[src/rtl/sc_edge_rx_pkg.sv]
package sc_edge_rx_pkg;

    typedef enum logic [2:0] {
        ST_IDLE = 3'd0,
        ST_ADV  = 3'd1,
        ST_CAP  = 3'd2,
        ST_WAIT = 3'd3,
        ST_LEAD = 3'd4,
        ST_WIN  = 3'd5
    } rx_state_e;

endpackage

[src/rtl/sc_edge_rx_span.sv]
// Tick-driven interval timer: counts enabled ticks up to lim and flags expiry.
module sc_edge_rx_span #(
    parameter int TMR_W = 9
) (
    input  logic             clk,
    input  logic             rst_n,
    input  logic             clr,
    input  logic             tick_en,
    input  logic [TMR_W-1:0] lim,
    output logic             expire
);
    logic [TMR_W-1:0] cnt_d, cnt_q;
    logic             hit;

    always_comb begin
        hit    = (cnt_q == lim - TMR_W'(1));
        expire = !clr && tick_en && hit;
        cnt_d  = cnt_q;
        if (clr)          cnt_d = '0;
        else if (tick_en) cnt_d = hit ? '0 : cnt_q + TMR_W'(1);
    end

    always_ff @(posedge clk) begin
        if (!rst_n) cnt_q <= '0;
        else        cnt_q <= cnt_d;
    end
endmodule

[src/rtl/sc_edge_rx_edgecnt.sv]
// Transition counter with saturation; cnt_now includes this cycle's transition.
module sc_edge_rx_edgecnt #(
    parameter int CNT_W = 8
) (
    input  logic             clk,
    input  logic             rst_n,
    input  logic             lvl,
    input  logic             clr,
    output logic [CNT_W-1:0] cnt_now
);
    localparam logic [CNT_W-1:0] CNT_MAX = '1;

    logic             prev_d, prev_q;
    logic [CNT_W-1:0] cnt_d, cnt_q;
    logic             flip;

    always_comb begin
        flip    = lvl ^ prev_q;
        prev_d  = lvl;
        cnt_now = (flip && cnt_q != CNT_MAX) ? cnt_q + CNT_W'(1) : cnt_q;
        cnt_d   = clr ? '0 : cnt_now;
    end

    always_ff @(posedge clk) begin
        if (!rst_n) begin
            prev_q <= 1'b0;
            cnt_q  <= '0;
        end else begin
            prev_q <= prev_d;
            cnt_q  <= cnt_d;
        end
    end
endmodule

[src/rtl/sc_edge_rx.sv]
module sc_edge_rx
    import sc_edge_rx_pkg::*;
#(
    parameter int MAX_BITS   = 16,
    parameter int LEAD_TICKS = 490,
    parameter int WIN_TICKS  = 150,
    parameter int CNT_W      = 8,
    parameter int ONE_LO     = 20,
    parameter int ONE_HI     = 60,
    parameter int ADV_STEPS  = 2,
    localparam int NB_W      = $clog2(MAX_BITS + 1),
    localparam int IDX_W     = (MAX_BITS > 1) ? $clog2(MAX_BITS) : 1,
    localparam int SPAN_MAX  = (LEAD_TICKS > WIN_TICKS) ? LEAD_TICKS : WIN_TICKS,
    localparam int TMR_W     = $clog2(SPAN_MAX + 1),
    localparam int ADV_W     = (ADV_STEPS > 1) ? $clog2(ADV_STEPS) : 1
) (
    input  logic                clk,
    input  logic                rst_n,
    input  logic                tick_en,
    input  logic                lvl_in,
    input  logic                arm,
    input  logic [NB_W-1:0]     arm_bits,
    input  logic                cmd_end,
    input  logic [MAX_BITS-1:0] ks_word,
    output logic                ks_step,
    output logic [MAX_BITS-1:0] rx_data,
    output logic                done
);
    typedef struct packed {
        rx_state_e           st;
        logic [ADV_W-1:0]    adv;
        logic [NB_W-1:0]     nbits;
        logic [IDX_W-1:0]    idx;
        logic [MAX_BITS-1:0] ks;
        logic [MAX_BITS-1:0] acc;
        logic [MAX_BITS-1:0] data;
        logic                done;
        logic                step;
    } rx_regs_t;

    rx_regs_t cur_q, nxt_d;

    logic             tmr_clr, tmr_expire, in_span;
    logic [TMR_W-1:0] tmr_lim;
    logic             cnt_clr;
    logic [CNT_W-1:0] win_cnt;
    logic             win_bit;
    logic [MAX_BITS-1:0] fin_acc, len_mask;
    logic [NB_W-1:0]  nbits_held;

    assign in_span = (cur_q.st == ST_LEAD) || (cur_q.st == ST_WIN);
    assign tmr_clr = !in_span;
    assign tmr_lim = (cur_q.st == ST_LEAD) ? TMR_W'(LEAD_TICKS) : TMR_W'(WIN_TICKS);
    assign cnt_clr = (cur_q.st != ST_WIN) || tmr_expire;

    sc_edge_rx_span #(.TMR_W(TMR_W)) u_span (
        .clk(clk), .rst_n(rst_n), .clr(tmr_clr), .tick_en(tick_en),
        .lim(tmr_lim), .expire(tmr_expire)
    );

    sc_edge_rx_edgecnt #(.CNT_W(CNT_W)) u_edges (
        .clk(clk), .rst_n(rst_n), .lvl(lvl_in), .clr(cnt_clr), .cnt_now(win_cnt)
    );

    always_comb begin
        win_bit = (win_cnt > CNT_W'(ONE_LO)) && (win_cnt < CNT_W'(ONE_HI));
        fin_acc = cur_q.acc;
        fin_acc[cur_q.idx] = win_bit;
        for (int i = 0; i < MAX_BITS; i++) len_mask[i] = (i < int'(cur_q.nbits));
    end

    always_comb begin
        nxt_d      = cur_q;
        nxt_d.done = 1'b0;
        unique case (cur_q.st)
            ST_IDLE: if (arm) begin
                nxt_d.st    = ST_ADV;
                nxt_d.adv   = '0;
                nxt_d.nbits = arm_bits;
                nxt_d.idx   = '0;
                nxt_d.acc   = '0;
                nxt_d.step  = 1'b1;
            end
            ST_ADV: begin
                if (int'(cur_q.adv) == ADV_STEPS - 1) begin
                    nxt_d.st   = ST_CAP;
                    nxt_d.step = 1'b0;
                end else begin
                    nxt_d.adv  = cur_q.adv + ADV_W'(1);
                    nxt_d.step = 1'b1;
                end
            end
            ST_CAP: begin
                nxt_d.ks = ks_word;
                nxt_d.st = ST_WAIT;
            end
            ST_WAIT: if (cmd_end) nxt_d.st = ST_LEAD;
            ST_LEAD: if (tmr_expire) nxt_d.st = ST_WIN;
            ST_WIN: if (tmr_expire) begin
                nxt_d.acc = fin_acc;
                if (int'(cur_q.idx) + 1 >= int'(cur_q.nbits)) begin
                    nxt_d.data = (fin_acc ^ cur_q.ks) & len_mask;
                    nxt_d.done = 1'b1;
                    nxt_d.st   = ST_IDLE;
                end else begin
                    nxt_d.idx = cur_q.idx + IDX_W'(1);
                end
            end
            default: nxt_d.st = ST_IDLE;
        endcase
    end

    always_ff @(posedge clk) begin
        if (!rst_n) begin
            cur_q <= '{st: ST_IDLE, default: '0};
        end else begin
            cur_q <= nxt_d;
        end
    end

    assign ks_step    = cur_q.step;
    assign rx_data    = cur_q.data;
    assign done       = cur_q.done;
    assign nbits_held = cur_q.nbits;
endmodule

[config.mk]
export PLATFORM = sky130hd
export DESIGN_NAME = sc_edge_rx
export DESIGN_NICKNAME = d
export VERILOG_FILES = /design/src/rtl/sc_edge_rx_pkg.sv /design/src/rtl/sc_edge_rx_span.sv /design/src/rtl/sc_edge_rx_edgecnt.sv /design/src/rtl/sc_edge_rx.sv
export SDC_FILE = /design/constraint.sdc
export NUM_CORES = 1
export LEC_CHECK = 0
export BUFFER_PORTS_ARGS = -buffer_cell sky130_fd_sc_hd__buf_2
export CAP_MARGIN = 20
export CORE_AREA = 10 10 74 123
export CTS_CLUSTER_SIZE = 10
export DETAILED_ROUTE_END_ITERATION = 7
export DIE_AREA = 0 0 84 133
export GPL_ROUTABILITY_DRIVEN = 0
export PLACE_DENSITY_LB_ADDON = 0.05
export SYNTH_ARGS = -nofsm -noshare
export SYNTH_HDL_FRONTEND = slang
export SYNTH_SLANG_ARGS = --single-unit
[constraint.sdc]
create_clock -name clk -period 3.9 [get_ports clk]
set_clock_uncertainty 0.1 [all_clocks]
set_input_delay 0 -clock clk [delete_from_list [all_inputs] [get_ports clk]]
set_output_delay 0 -clock clk [all_outputs]
set_load 0.02 [all_outputs]
== Word-level counts from Yosys, hierarchy flattened ==
Index checks and enable logic that the tools add are counted.

* Input port bits: 27
* Logic and storage cells: 102
* Output and inout port bits: 18
* Register bits: 81

* Muxes and demuxes: 25
* Bitwise gates (word level): 4
* Add/sub/neg operators: 6
* Order comparisons: 21
* Reduce and logical (&&, ||, !) cells: 19
* Equality and inequality tests: 15

{| class="wikitable"
|+ Operators with widths
! operator !! number
|-
| < comparator 4 x 5 -> 1 bit, first input constant || 8
|-
| two-way mux 33 bit || 1
|-
| one-hot mux 16 bit (2 select lines) || 1
|-
| < comparator 3 x 5 -> 1 bit, first input constant || 4
|-
| two-way mux 9 bit || 2
|-
| one-hot mux 3 bit (6 select lines) || 1
|-
| two-way mux 17 bit || 1
|-
| AND 16 bit || 1
|-
| bitwise mux 16 bit || 1
|-
| two-way mux 16 bit || 1
|-
| bitwise XOR 16 bit || 1
|-
| two-way mux 3 bit || 5
|-
| two-way mux 13 bit || 1
|-
| != test 2 bit, second input constant || 6
|-
| < comparator 1 x 5 -> 1 bit, first input constant || 2
|-
| < comparator 2 x 5 -> 1 bit, first input constant || 2
|-
| adder 9 x 1 -> 9 bit, second input constant || 1
|-
| equality test 9 bit || 1
|-
| AND reduction 3 bit || 3
|-
| subtractor 9 x 1 -> 9 bit, second input constant || 1
|-
| adder 8 x 1 -> 8 bit, second input constant || 1
|-
| greater-than comparator 8 x 5 -> 1 bit, second input constant || 1
|-
| < comparator 8 x 6 -> 1 bit, second input constant || 1
|-
| two-way mux 4 bit || 2
|-
| 27 further kinds || 41
|}

== Logic depth before layout (Yosys ltp) ==
Gate-level depths: netlist of the first run.

* Word-level depth: 11
* Gate-level depth with buffers: 12
* Depth with buffers taken out: 10

== By module ==
From an unflattened synthesis of the first run, not the netlist that was laid out.

* Cells, all modules: 577
* Area total of the unflattened synthesis: 4784.6 um2

{| class="wikitable"
|+ By module, submodules not included
! module !! cells an instance !! area an instance (um2) !! instances
|-
| sc_edge_rx || 424 || 3419.5 || 1
|-
| sc_edge_rx_span || 101 || 890.9 || 1
|-
| sc_edge_rx_edgecnt || 52 || 474.2 || 1
|}

== Worst setup path before layout of the first run ==
No wires, ideal clock.

* Kind: register to register
* Start: register cur_q[50] (netlist name)
* End: register cur_q (netlist bit rx_data[10])
* Data arrival time: 2.441 ns
* Stages on the path, launching flop included: 13
* Required time: 3.661 ns
* Path buffers: 2
* Setup slack: 1.219 ns
* Clock period less this slack: 2.681 ns
* Setup time: 0.139 ns
* Path through: dfxtp_1 ha_1 clkbuf_1 nand3_1 inv_1 ha_1 a21oi_1 o21ai_1 nand3_1 clkbuf_1 nor2_1 a32oi_1 o41ai_2

* Cells in the longest elaborated chain, start to end: 7
* Elaborated cells on any way between the ends: 11
* Those cells by class: 1 x add/sub; 3 x order compare; 3 x mux; 2 x bitwise; 2 x reduce/logical

{| class="wikitable"
|+ RTL lines
! item !! line !! RTL
|-
| from (decl) || sc_edge_rx.sv:41 || <nowiki>rx_regs_t cur_q, nxt_d;</nowiki>
|-
| from (signal assigned) || sc_edge_rx.sv:117 || <nowiki>cur_q <= nxt_d;</nowiki>
|-
| < comparator 4 x 5 -> 1 bit (not written as such) or greater-or-equal comparator 4 x 1 -> 1 bit (tied branches) || sc_edge_rx.sv:68 || <nowiki>fin_acc[cur_q.idx] = win_bit;</nowiki>
|-
| logical AND 1 bit (not written as such) || sc_edge_rx.sv:68 ||
|-
| two-way mux 1 bit (not written as such) || sc_edge_rx.sv:68 ||
|-
| demux 1 bit (select 4 bit) || sc_edge_rx.sv:68 ||
|-
| bitwise mux 16 bit || sc_edge_rx.sv:68 ||
|-
| bitwise XOR 16 bit || sc_edge_rx.sv:102 || <nowiki>nxt_d.data = (fin_acc ^ cur_q.ks) & len_mask;</nowiki>
|-
| AND 16 bit || sc_edge_rx.sv:102 ||
|}

Parallel ways exist; a longest one is shown, timed or not.
A chain may end at the register's enable or synchronous reset.

== Final worst setup path of the first run ==
* Start: register u_edges.cnt_q[0]
* End: register cur_q[20] (netlist name)

* Cells in the longest elaborated chain, start to end: 8
* Elaborated cells on any way between the ends: 10
* Those cells by class: 1 x add/sub; 2 x order compare; 1 x eq/ne; 4 x mux; 2 x reduce/logical

{| class="wikitable"
|+ RTL lines
! item !! line !! RTL
|-
| from (decl) || sc_edge_rx_edgecnt.sv:14 || <nowiki>logic [CNT_W-1:0] cnt_d, cnt_q;</nowiki>
|-
| from (signal assigned) || sc_edge_rx_edgecnt.sv:30 || <nowiki>cnt_q <= cnt_d;</nowiki>
|-
| parallel branches: the longest is 2 deep, another holds adder 8 x 1 -> 8 bit || -- ||
|-
| two-way mux 8 bit * || sc_edge_rx_edgecnt.sv:20 || <nowiki>cnt_now = (flip && cnt_q != CNT_MAX) ? cnt_q + CNT_W'(1) : cnt_q;</nowiki>
|-
| greater-than comparator 8 x 5 -> 1 bit or < comparator 8 x 6 -> 1 bit (tied branches) || sc_edge_rx.sv:66 || <nowiki>win_bit = (win_cnt > CNT_W'(ONE_LO)) && (win_cnt < CNT_W'(ONE_HI));</nowiki>
|-
| logical AND 1 bit * || sc_edge_rx.sv:66 ||
|-
| bitwise mux 16 bit * || sc_edge_rx.sv:68 ||
|-
| two-way mux 33 bit * || sc_edge_rx.sv:99 || <nowiki>ST_WIN: if (tmr_expire) begin</nowiki>
|-
| one-hot mux 16 bit (2 select lines) * || sc_edge_rx.sv:75 || <nowiki>unique case (cur_q.st)</nowiki>
|}

Every way passes the cells marked *. The select of a mux whose other input is x is not followed.

==> results of run 1 <==
-- cells by family (layout without fill, tap and decap cells) --
kind of cell / count (synthesis) / count (layout) / share of synthesized area
flip-flops: 81 / 81 / 0.371
AO/OA/AOI/OAI: 141 / 141 / 0.239
buffers and inverters: 58 / 101 / 0.0664
XOR/XNOR: 42 / 42 / 0.0859
multiplexers: 9 / 9 / 0.0209
adder cells (fa/ha/maj): 12 / 12 / 0.0344
AND/OR/NAND/NOR: 172 / 172 / 0.182
-- routing by layer --
| layer | vias up | part of all wire | wire (um) | global-route usage |
|---|---|---|---|---|
| met4 | 0 | 0.028 | 314 | 0.0879 |
| met3 | 27 | 0.039 | 429 | 0.0473 |
| met5 | - | 0 | 0 | 0 |
| met2 | 102 | 0.53 | 5900 | 0.361 |
| li1 | 1878 | - | - | - |
| met1 | 1833 | 0.40 | 4410 | 0.205 |
-- worst reg2reg max path: cells and delay by family (launching register included) --
family / cells / cell delay [ns]
AOI/OAI and AO/OA: 4 / 1.31
and+or+nand+nor: 3 / 0.96
DFF: 1 / 0.40
adders and majority gates: 1 / 0.27
-- cell usage after synthesis, types with 3 or more instances --
library cell,instances
a32oi_1,10
o31ai_1,4
clkbuf_1,25
nand4_1,7
o211ai_1,17
mux2i_1,8
nand2_1,69
nor2_1,45
or2_2,3
nor3_1,4
and3_1,5
a21boi_0,22
a21oi_1,17
o21ai_0,29
ha_1,12
xnor2_1,19
a22oi_1,3
a31oi_1,6
buf_2,3
xor2_1,22
o41ai_2,10
buf_4,16
dfxtp_1,81
o21ai_1,6
nor2b_1,8
nand2b_1,4
nand3_1,11
inv_1,12
-- cell type report --
class,instances,area (um2),share of cell area
sequential,81,1620,0.322
clock buffer,10,239,0.0474
timing repair buffer,73,500,0.0993
tap,86,108,0.0214
multi-input combinational,376,2460,0.488
inverter,12,45.0,0.00894
clock inverter,6,67.6,0.0134
-- cell usage in the layout, fill, tap and decap left out, drive strengths merged, types with 12 or more instances in the layout --
master / count
a21oi: 17
nand2: 69
o21ai: 35
dlygate4sd3: 25
nor2: 45
dfxtp: 81
nand3: 12
xor2: 23
ha: 12
inv: 12
buf: 48
a21boi: 23
o211ai: 17
xnor2: 19
-- state kept, by name (all words and copies together), names as in the netlist --
signal	cells
cur_q	40
done	1
ks_step	1
nbits_held	5
rx_data	16
u_edges.cnt_q	8
u_edges.prev_q	1
u_span.cnt_q	9
-- power by group --
part           leakage [nW]  internal, W  switching (W)  total, W
clock                 0.145     0.000514       0.000341  0.000855
sequential            0.654     0.000839      0.0000225  0.000861
combinational          1.15    0.0000594      0.0000745  0.000134
-- per-stage QoR --
stage               instance area, um2  worst slack [ns]  instances  utilization  hold WS [ns]
global route                      5040             0.486        644        0.712         0.153
floorplan                         4370              1.22        515            -      -0.00542
global placement                  4470              1.03        602        0.632         0.151
finish                            5040             0.788        644        0.712         0.138
detailed placement                4470             0.786        602        0.632         0.160
CTS                               5030             0.781        643        0.711         0.126
-- timing repair --
action,in CTS,in global routing
resized for setup,0,0
setup buffers,0,0
hold endpoints to repair,29,0
hold buffers,25,0
-- final timing paths --
check             slack [ns]        startpoint   endpoint
setup / recovery        0.79  u_edges.cnt_q[0]  cur_q[20]
hold / removal          0.14             rst_n  cur_q[62]
setup reg to reg        0.79  u_edges.cnt_q[0]  cur_q[20]
hold reg to reg         0.34           ks_step    ks_step
==> run_results.csv, run 1 <==
group,metric,value,unit
clock_network,clock_path_buffers,2,
setup_path,crit_buf_inv,0,
finish,antenna_cells,0,
finish,fillerInstances,568,
logic_synthesis,async_reset_ff_frac,0,
global_routing,grt_pass1_vias,3823,
route,wl,11100,um
power,power.total,0.00185,W
global_routing,grt_pass1_wl,18200,um
logic_synthesis,synth_top_area_frac,0.371,
setup_path,crit_slowest_cell,"nand2b_2",
global_routing,grt_max_degree,38,
route,wire_per_inst,17.2,um
place,io_buffers,44,
sta,setup_tns,0,ns
logic_synthesis,synth_edf_count,0,
logic_synthesis,yosys.cell_types.count,57,
route,drc,0,
logic_synthesis,yosys_register_bits,81,
global_routing,gr-total-overflow,0,
finish,layout-drive-gt1-share,0.149,
outcome,outcome,"completed",
sta,finalSetupViolations,0,
hold_path,min_path_type,"primary input to flip-flop",
finish,syn_to_final_growth,15.3,%
die,core_area,7080,um2
sta,rsz0062_at_grt,"false",
setup_path,max_stage_delay,0.50,ns
power,power_density,367,nW/um2
logic_synthesis,syn_nets,554,
place,dp_hpwl,7740,um
sta,slew_headroom,0.558,
setup_path,cp-end-kind,"flip-flop",
die,start_util,0.617,
setup_path,cp.required,4.05,ns
route,drtIter0Drc,267,
sta,tightest_slew,0.663,ns
setup_path,start_kind,"flip-flop",
setup_path,ff2ff_path_depth,8,
finish,final_nets,592,
die,ios,45,
global_routing,grt_usage,0.198,
logic_synthesis,yosys-top-cells-area,"dfxtp_1, nand2_1, xor2_1",
clock_network,clk_latency,0.34,ns
die,std_cell_rows,41,
route,vias_per_cell,5.96,
die,dieHeight,133,um
route,vias,3840,
logic_synthesis,netlist_instances,515,
die,dieArea,11200,um2
sta,finalHoldViolCount,0,
setup_path,path_class,"flip-flop to flip-flop",
clock_network,cts_tree,"built",
logic_synthesis,syn_area_per_cell,8.48,um2
clock_network,cts_made_buffers,9,
logic_synthesis,yosysSeqAreaShare,0.371,
clock_network,cts_sinks,81,
sta,finalMaxSlewViolations,0,
clock_network,htreeDepth,3,
flow_run,maxCapViolCount,0,
setup_path,cp_top_family,"compound AO/OA/AOI/OAI gates",
global_routing,antenna_found_initial,0,
logic_synthesis,yosys_warnings,0,
clock_network,cts_root_buf,"clkbuf_16",
sta,period_needed,3.11,ns
route,ant_nets,0,
power,ir_drop,0.290,mV
power,cellLeakagePower,1.95,nW
setup_path,crit_fanout,16,
die,die_x,84,um
route,drt_pre_antenna_iters,5,
logic_synthesis,yosysTopAreaCell,"dfxtp_1",
setup_path,arrival,3.27,ns
sta,period_share,0.798,
clock_network,clk_pin_slew_worst_paths,0.06,ns
hold_path,holdPathStages,2,
logic_synthesis,ys.flop_type,"dfxtp_1",
sta,clock.fmax,0.321,GHz
setup_path,path_cells,"ha_1 > nand2_1 > o311ai_2 > o211ai_1 > a31oi_1 > nand2b_2 > nand3_2 > o21ai_0",
setup_path,critical_path_depth,8,
logic_synthesis,syn-cell-area,4370,um2
Note: power is estimated with default switching activity, not from simulation.
==> inputs of run 2 (changes only) <==
Settings changed: ABC_AREA set to 1, CORE_AREA 10 10 74 123 to 10 10 77 128, DIE_AREA 0 0 84 133 to 0 0 87 138.
Clock period 3.9 ns to 2.93 ns, I/O delays scaled along.
==> run 2 against run 1 <==
  * Non-clock buffer count grew 5
  * Combinational power grew to 4.4 times the previous value
  * Die area grew 7.5%
  * Clock power grew 43%
  * Final cell count grew 22%
==> run_results.csv, run 2 <==
group,metric,value,unit
clock_network,cts_made_buffers,9,
clock_network,clk_latency,0.34,ns
power,p_switching,0.000887,W
setup_path,cp-end-kind,"flip-flop",
logic_synthesis,netlist_instances,633,
logic_synthesis,yosys_warnings,0,
global_routing,gr-total-overflow,0,
route,ant_nets,0,
die,std_cell_rows,43,
sta,finalSetupViolations,0,
setup_path,cpMostUsedCell,"nand2_1",
logic_synthesis,syn_nets,672,
logic_synthesis,synth_common_cells,"nand2_1, dfxtp_1, a21oi_1",
finish,final_core_util,0.661,
logic_synthesis,syn_area_per_cell,6.92,um2
logic_synthesis,synth_most_common_cell,"nand2_1",
die,ios,45,
sta,rsz0062_at_grt,"false",
setup_path,crit_buf_inv,1,
sta,tightest_slew,1.01,ns
logic_synthesis,async_reset_ff_frac,0,
clock_network,htreeDepth,3,
logic_synthesis,yosysTopAreaCell,"dfxtp_1",
global_routing,grt_pass1_vias,4225,
clock_network,cts_root_buf,"clkbuf_16",
finish,layout-drive-gt1-share,0.154,
sta,finalHoldViolCount,0,
power,power.total,0.00307,W
logic_synthesis,synth_edf_count,0,
power,seq_power_share,0.411,
die,dieHeight,138,um
finish,antenna_cells,0,
power,internal-power,0.00218,W
sta,slew_headroom,0.323,
finish,largest-register,"cur_q",
clock_network,cts_tree,"built",
power,p_clk_frac,0.399,
setup_path,crit_fanout,7,
setup_path,cp_top_family,"simple AND/OR/NAND/NOR gates",
finish,final_nets,729,
place,io_buffers,44,
sta,period_needed,2.66,ns
sta,setup_tns,0,ns
logic_synthesis,yosys-top-cells-area,"dfxtp_1, nand2_1, a21oi_1",
logic_synthesis,ys.flop_type,"dfxtp_1",
setup_path,path_class,"flip-flop to flip-flop",
finish,fillerInstances,697,
flow_run,maxCapViolCount,0,
power,cellLeakagePower,2.15,nW
logic_synthesis,yosys.cell_types.count,35,
logic_synthesis,synth_top_area_frac,0.370,
place,dp_slack,0.198,ns
setup_path,cp.required,3.09,ns
finish,mostFrequentLayoutCells,"nand2_1, dfxtp_1, a21oi_1",
finish,final_common_cell,"nand2_1",
power,power_density,595,nW/um2
die,core_area,7800,um2
clock_network,clk_pin_slew_worst_paths,0.06,ns
setup_path,crit_slowest_cell,"dfxtp_1",
logic_synthesis,yosysSeqAreaShare,0.370,
outcome,outcome,"completed",
setup_path,path_cells,"ha_1 > inv_2 > nor2_4 > ha_1 > nand2_1 > nor3_1 > nand3b_1 > nand2_1 > nor2_4 > nand2_2 > a21oi_1 > o21a_1 > nand2_1 > a21oi_1",
route,wl,11800,um
power,switching_share,0.289,
logic_synthesis,syn-cell-area,4380,um2
sta,finalMaxSlewViolations,0,
route,drtIter0Drc,340,
route,drc,0,
place,dp_hpwl,8860,um
logic_synthesis,yosys_register_bits,81,
route,vias,4283,
die,start_util,0.562,
global_routing,antenna_found_initial,0,
finish,syn_to_final_growth,17.7,%
die,dieArea,12000,um2
global_routing,grt_max_degree,40,
setup_path,max_stage_delay,0.36,ns
power,ir_drop,0.456,mV
setup_path,arrival,2.81,ns
global_routing,grt_usage,0.197,
global_routing,grt_pass1_wl,19200,um
sta,period_share,0.907,
finish,largest_register_ffs,40,
clock_network,cts_sinks,81,
power,comb_power_share,0.190,
route,drt_pre_antenna_iters,5,
clock_network,clock_path_buffers,2,
die,die_x,87,um
route,wire_per_inst,15.0,um
sta,fin_ws,0.274,ns
hold_path,min_path_type,"primary input to flip-flop",
sta,holdWs,0.0234,ns
sta,clock.fmax,0.376,GHz
route,vias_per_cell,5.46,
setup_path,start_kind,"flip-flop",
## run 2: cell count changes after synthesis, sizes merged, moves of 16 or more
cell / previous run / this run
xor2: 23 / 5
xnor2: 19 / 2
nand3: 12 / 70
nand2: 69 / 144
clkbuf: 26 / 10
a21boi: 23 / 0
a21oi: 17 / 75
inv: 12 / 74
nor2: 45 / 62
o211ai: 17 / 1
## run 2: final cells by class
class	count	area (um2)	share of cell area
Clock inverter	2	60.1	0.0116
Multi-Input combinational cell	446	2280	0.443
Timing Repair Buffer	78	538	0.104
Tap cell	90	113	0.0218
Clock buffer	14	264	0.0512
Sequential cell	81	1620	0.314
Inverter	74	278	0.0539
## run 2: what timing repair did
action	4_1_cts	5_1_grt
hold endpoints to repair	27	0
setup endpoints to repair	0	8
gates resized for setup	0	4
setup buffers	0	0
hold buffers	25	0
## run 2: tightest hold or removal path, cell delays in order
cell     delay [ns]
buf_2          0.26
nand2_1        0.13
inv_1          0.03
## run 2: kinds of logic after synthesis
logic type | share of synthesized area
flops | 0.370
xor+xnor | 0.0140
fa+ha+maj | 0.0343
compound gates | 0.147
buf+inv | 0.112
simple gates | 0.323
## run 2: power by group through the flow
| stage | registers [W] | logic [W] | clock network (W) |
|---|---|---|---|
| 5_1_grt | 0.00127 | 0.000656 | 0.00128 |
| 4_1_cts | 0.00126 | 0.000583 | 0.00124 |
| 2_1_floorplan | 0.00127 | 0.000386 | 0 |
| 6_report | 0.00126 | 0.000583 | 0.00122 |
| 3_5_place_dp | 0.00128 | 0.000554 | 0 |
| 3_3_place_gp | 0.00128 | 0.000550 | 0 |
## run 2: per-stage QoR
| stage | cell area, um2 | instances |
|---|---|---|
| floorplan | 4380 | 633 |
| global placement | 4570 | 744 |
| detailed placement | 4570 | 744 |
| CTS | 5140 | 785 |
| global route | 5160 | 785 |
| finish | 5160 | 785 |
## run 2: final timing paths
kind | slack [ns] | startpoint | depth (start not counted) | end
worst min-delay path | 0.02 | rst_n | 3 | u_edges.prev_q
worst max register to register | 0.27 | cur_q[50] | 14 | rx_data[14]
worst max-delay path | 0.27 | cur_q[50] | 14 | rx_data[14]
worst min register to register | 0.36 | cur_q[31] | 2 | cur_q[31]
## run 2: routing by layer
metal  part of all wire  track usage
met1               0.37        0.189
met2               0.56        0.366
met3              0.037       0.0429
met4              0.036        0.101
met5                  0            0
==> inputs of run 3 (changes only) <==
Clock period 2.93 ns to 3 ns, I/O delays scaled along.
==> run 3 against run 2 <==
  * Critical path depth fell by 1
  * Global-route usage about the same
  * Count of clock-buffer cells in the layout is 1 higher
  * Via count down 0.89%
  * Die area unchanged
  * Flip-flop and latch count unchanged
  * Hold slack better by 0.0018 ns
  * Sequential share of layout area rose by 0.13 points
  * Final cell count down 0.25%
  * Combinational power decreased by 3%
  * Wire length decreased by 0.56%
  * Setup slack got worse by 0.00053 ns
  * Critical path type unchanged
  * Critical endpoint is now rx_data[0]
  * Largest power group unchanged
==> run_results.csv, run 3 (synthesis gave the netlist of run 2 again) <==
group,metric,value,unit
finish,final_cells,783,
route,ant_nets,0,
setup_path,crit_slowest_cell,"dfxtp_1",
global_routing,grt_pass1_vias,4293,
global_routing,use_met3,0.0394,
die,core_area,7800,um2
clock_network,cts_sinks,81,
setup_path,arrival,2.83,ns
power,cellLeakagePower,2.15,nW
die,std_cell_rows,43,
setup_path,timing.rr.end,"rx_data[0]",
finish,antenna_cells,0,
clock_network,clk_latency,0.34,ns
route,vias,4245,
route,drt_pre_antenna_iters,5,
setup_path,crit_start,"cur_q[50]",
flow_run,maxCapViolCount,0,
finish,final_nets,727,
finish,mostFrequentLayoutCells,"nand2_1, dfxtp_1, a21oi_1",
setup_path,path_cells,"ha_1 > inv_1 > nor2_2 > ha_1 > a21oi_1 > o21a_1 > nand3b_1 > nand2_1 > nor2_4 > inv_2 > a21oi_1 > nand3_1 > a21oi_1",
finish,syn_to_final_growth,17.2,%
sta,finalMaxSlewViolations,0,
sta,finalHoldViolCount,0,
sta,clock.fmax,0.367,GHz
setup_path,critPathCapture,"rx_data[0]",
global_routing,use_met2,0.364,
finish,largest-register,"cur_q",
setup_path,r2r_start,"cur_q[50]",
die,start_util,0.562,
sta,tightest_slew,0.984,ns
global_routing,gr-total-overflow,0,
setup_path,start_kind,"flip-flop",
hold_path,min_path_type,"primary input to flip-flop",
clock_network,cts_tree,"built",
place,io_buffers,44,
clock_network,cts_made_buffers,9,
power,power_density,576,nW/um2
global_routing,grt_pass1_wl,19200,um
setup_path,r2r_slack,0.27,ns
place,dpl.cell_count,742,
setup_path,max_stage_delay,0.45,ns
die,die_x,87,um
die,dieHeight,138,um
setup_path,cpMostUsedCell,"a21oi_1",
setup_path,cp.required,3.10,ns
clock_network,cts_root_buf,"clkbuf_16",
global_routing,grt_max_degree,40,
sta,period_share,0.909,
clock_network,htreeDepth,3,
clock_network,clk_pin_slew_worst_paths,0.06,ns
sta,setup_tns,0,ns
setup_path,cp-end-kind,"flip-flop",
setup_path,path_class,"flip-flop to flip-flop",
sta,rsz0062_at_grt,"false",
finish,final_common_cell,"nand2_1",
global_routing,antenna_found_initial,0,
global_routing,grt_usage,0.197,
sta,slew_headroom,0.342,
outcome,outcome,"completed",
clock_network,cts_setup_buffers,0,
finish,largest_register_ffs,40,
power,ir_drop,0.552,mV
place,dp_hpwl,8740,um
route,wire_per_inst,14.9,um
die,ios,45,
setup_path,crit_fanout,19,
sta,holdWs,0.0252,ns
global_routing,busiest_layer,"met2",
setup_path,ff2ff_path_depth,13,
route,drc,0,
sta,period_needed,2.73,ns
route,vias_per_cell,5.42,
finish,layout-drive-gt1-share,0.152,
die,dieArea,12000,um2
global_routing,grtUsageMet1,0.188,
route,drtIter0Drc,214,
clock_network,clock_path_buffers,2,
route,wl,11700,um
sta,finalSetupViolations,0,
## run 3: what timing repair did
item                       CTS  global route
hold buffers                25             0
hold endpoints to repair    27             0
resized for setup            0             1
setup endpoints to repair    0             4
## run 3: through the flow
| stage | setup slack, ns | power [W] | instance area (um2) | util |
|---|---|---|---|---|
| 3_5_place_dp | 0.258 | 0.00179 | 4560 | 0.584 |
| 2_1_floorplan | 0.651 | 0.00161 | 4380 | - |
| 3_3_place_gp | 0.413 | 0.00178 | 4560 | 0.584 |
| 6_report | 0.273 | 0.00296 | 5140 | 0.658 |
| 5_1_grt | 0.0271 | 0.00310 | 5140 | 0.658 |
| 4_1_cts | 0.231 | 0.00298 | 5130 | 0.658 |
## run 3: worst min path at each step
stage,startpoint,endpoint,slack (ns),cells after the start
6_report,rst_n,u_edges.prev_q,0.03,3
5_1_grt,rst_n,u_edges.prev_q,0.04,3
4_1_cts,rst_n,u_edges.prev_q,0.02,3
3_5_place_dp,lvl_in,u_edges.prev_q,0.12,3
3_3_place_gp,lvl_in,u_edges.prev_q,0.11,3
2_1_floorplan,lvl_in,u_edges.prev_q,-0.007,2
## run 3: area by class of cell
type | count | area, um2
clock buffers | 15 | 298
clock inverters | 1 | 30.0
fillers | 725 | 2670
inverters | 74 | 278
multi-input cells | 446 | 2270
flip-flops and latches | 81 | 1620
well taps | 90 | 113
repair buffers | 76 | 523
## run 3: metal layers
layer  vias to the layer above  wire, um
li1                       2153         -
met1                      1946      4330
met2                       103      6450
met3                        43       383
met4                         0       535
met5                         -         0
## run 3: report_power, final
part	total, W	switching (W)	internal (W)
clock	0.00117	0.000408	0.000758
sequential	0.00123	0.0000717	0.00116
combinational	0.000563	0.000370	0.000193
total	0.00296	0.000849	0.00211
## run 3: worst max-delay path: cells and delay by family (launching register included)
family / cells / cell delay, ns
AO/OA/AOI/OAI: 4 / 0.46
adder cells (fa/ha/maj): 2 / 0.53
buffers and inverters: 2 / 0.41
flip-flops: 1 / 0.45
AND/OR/NAND/NOR: 5 / 0.63
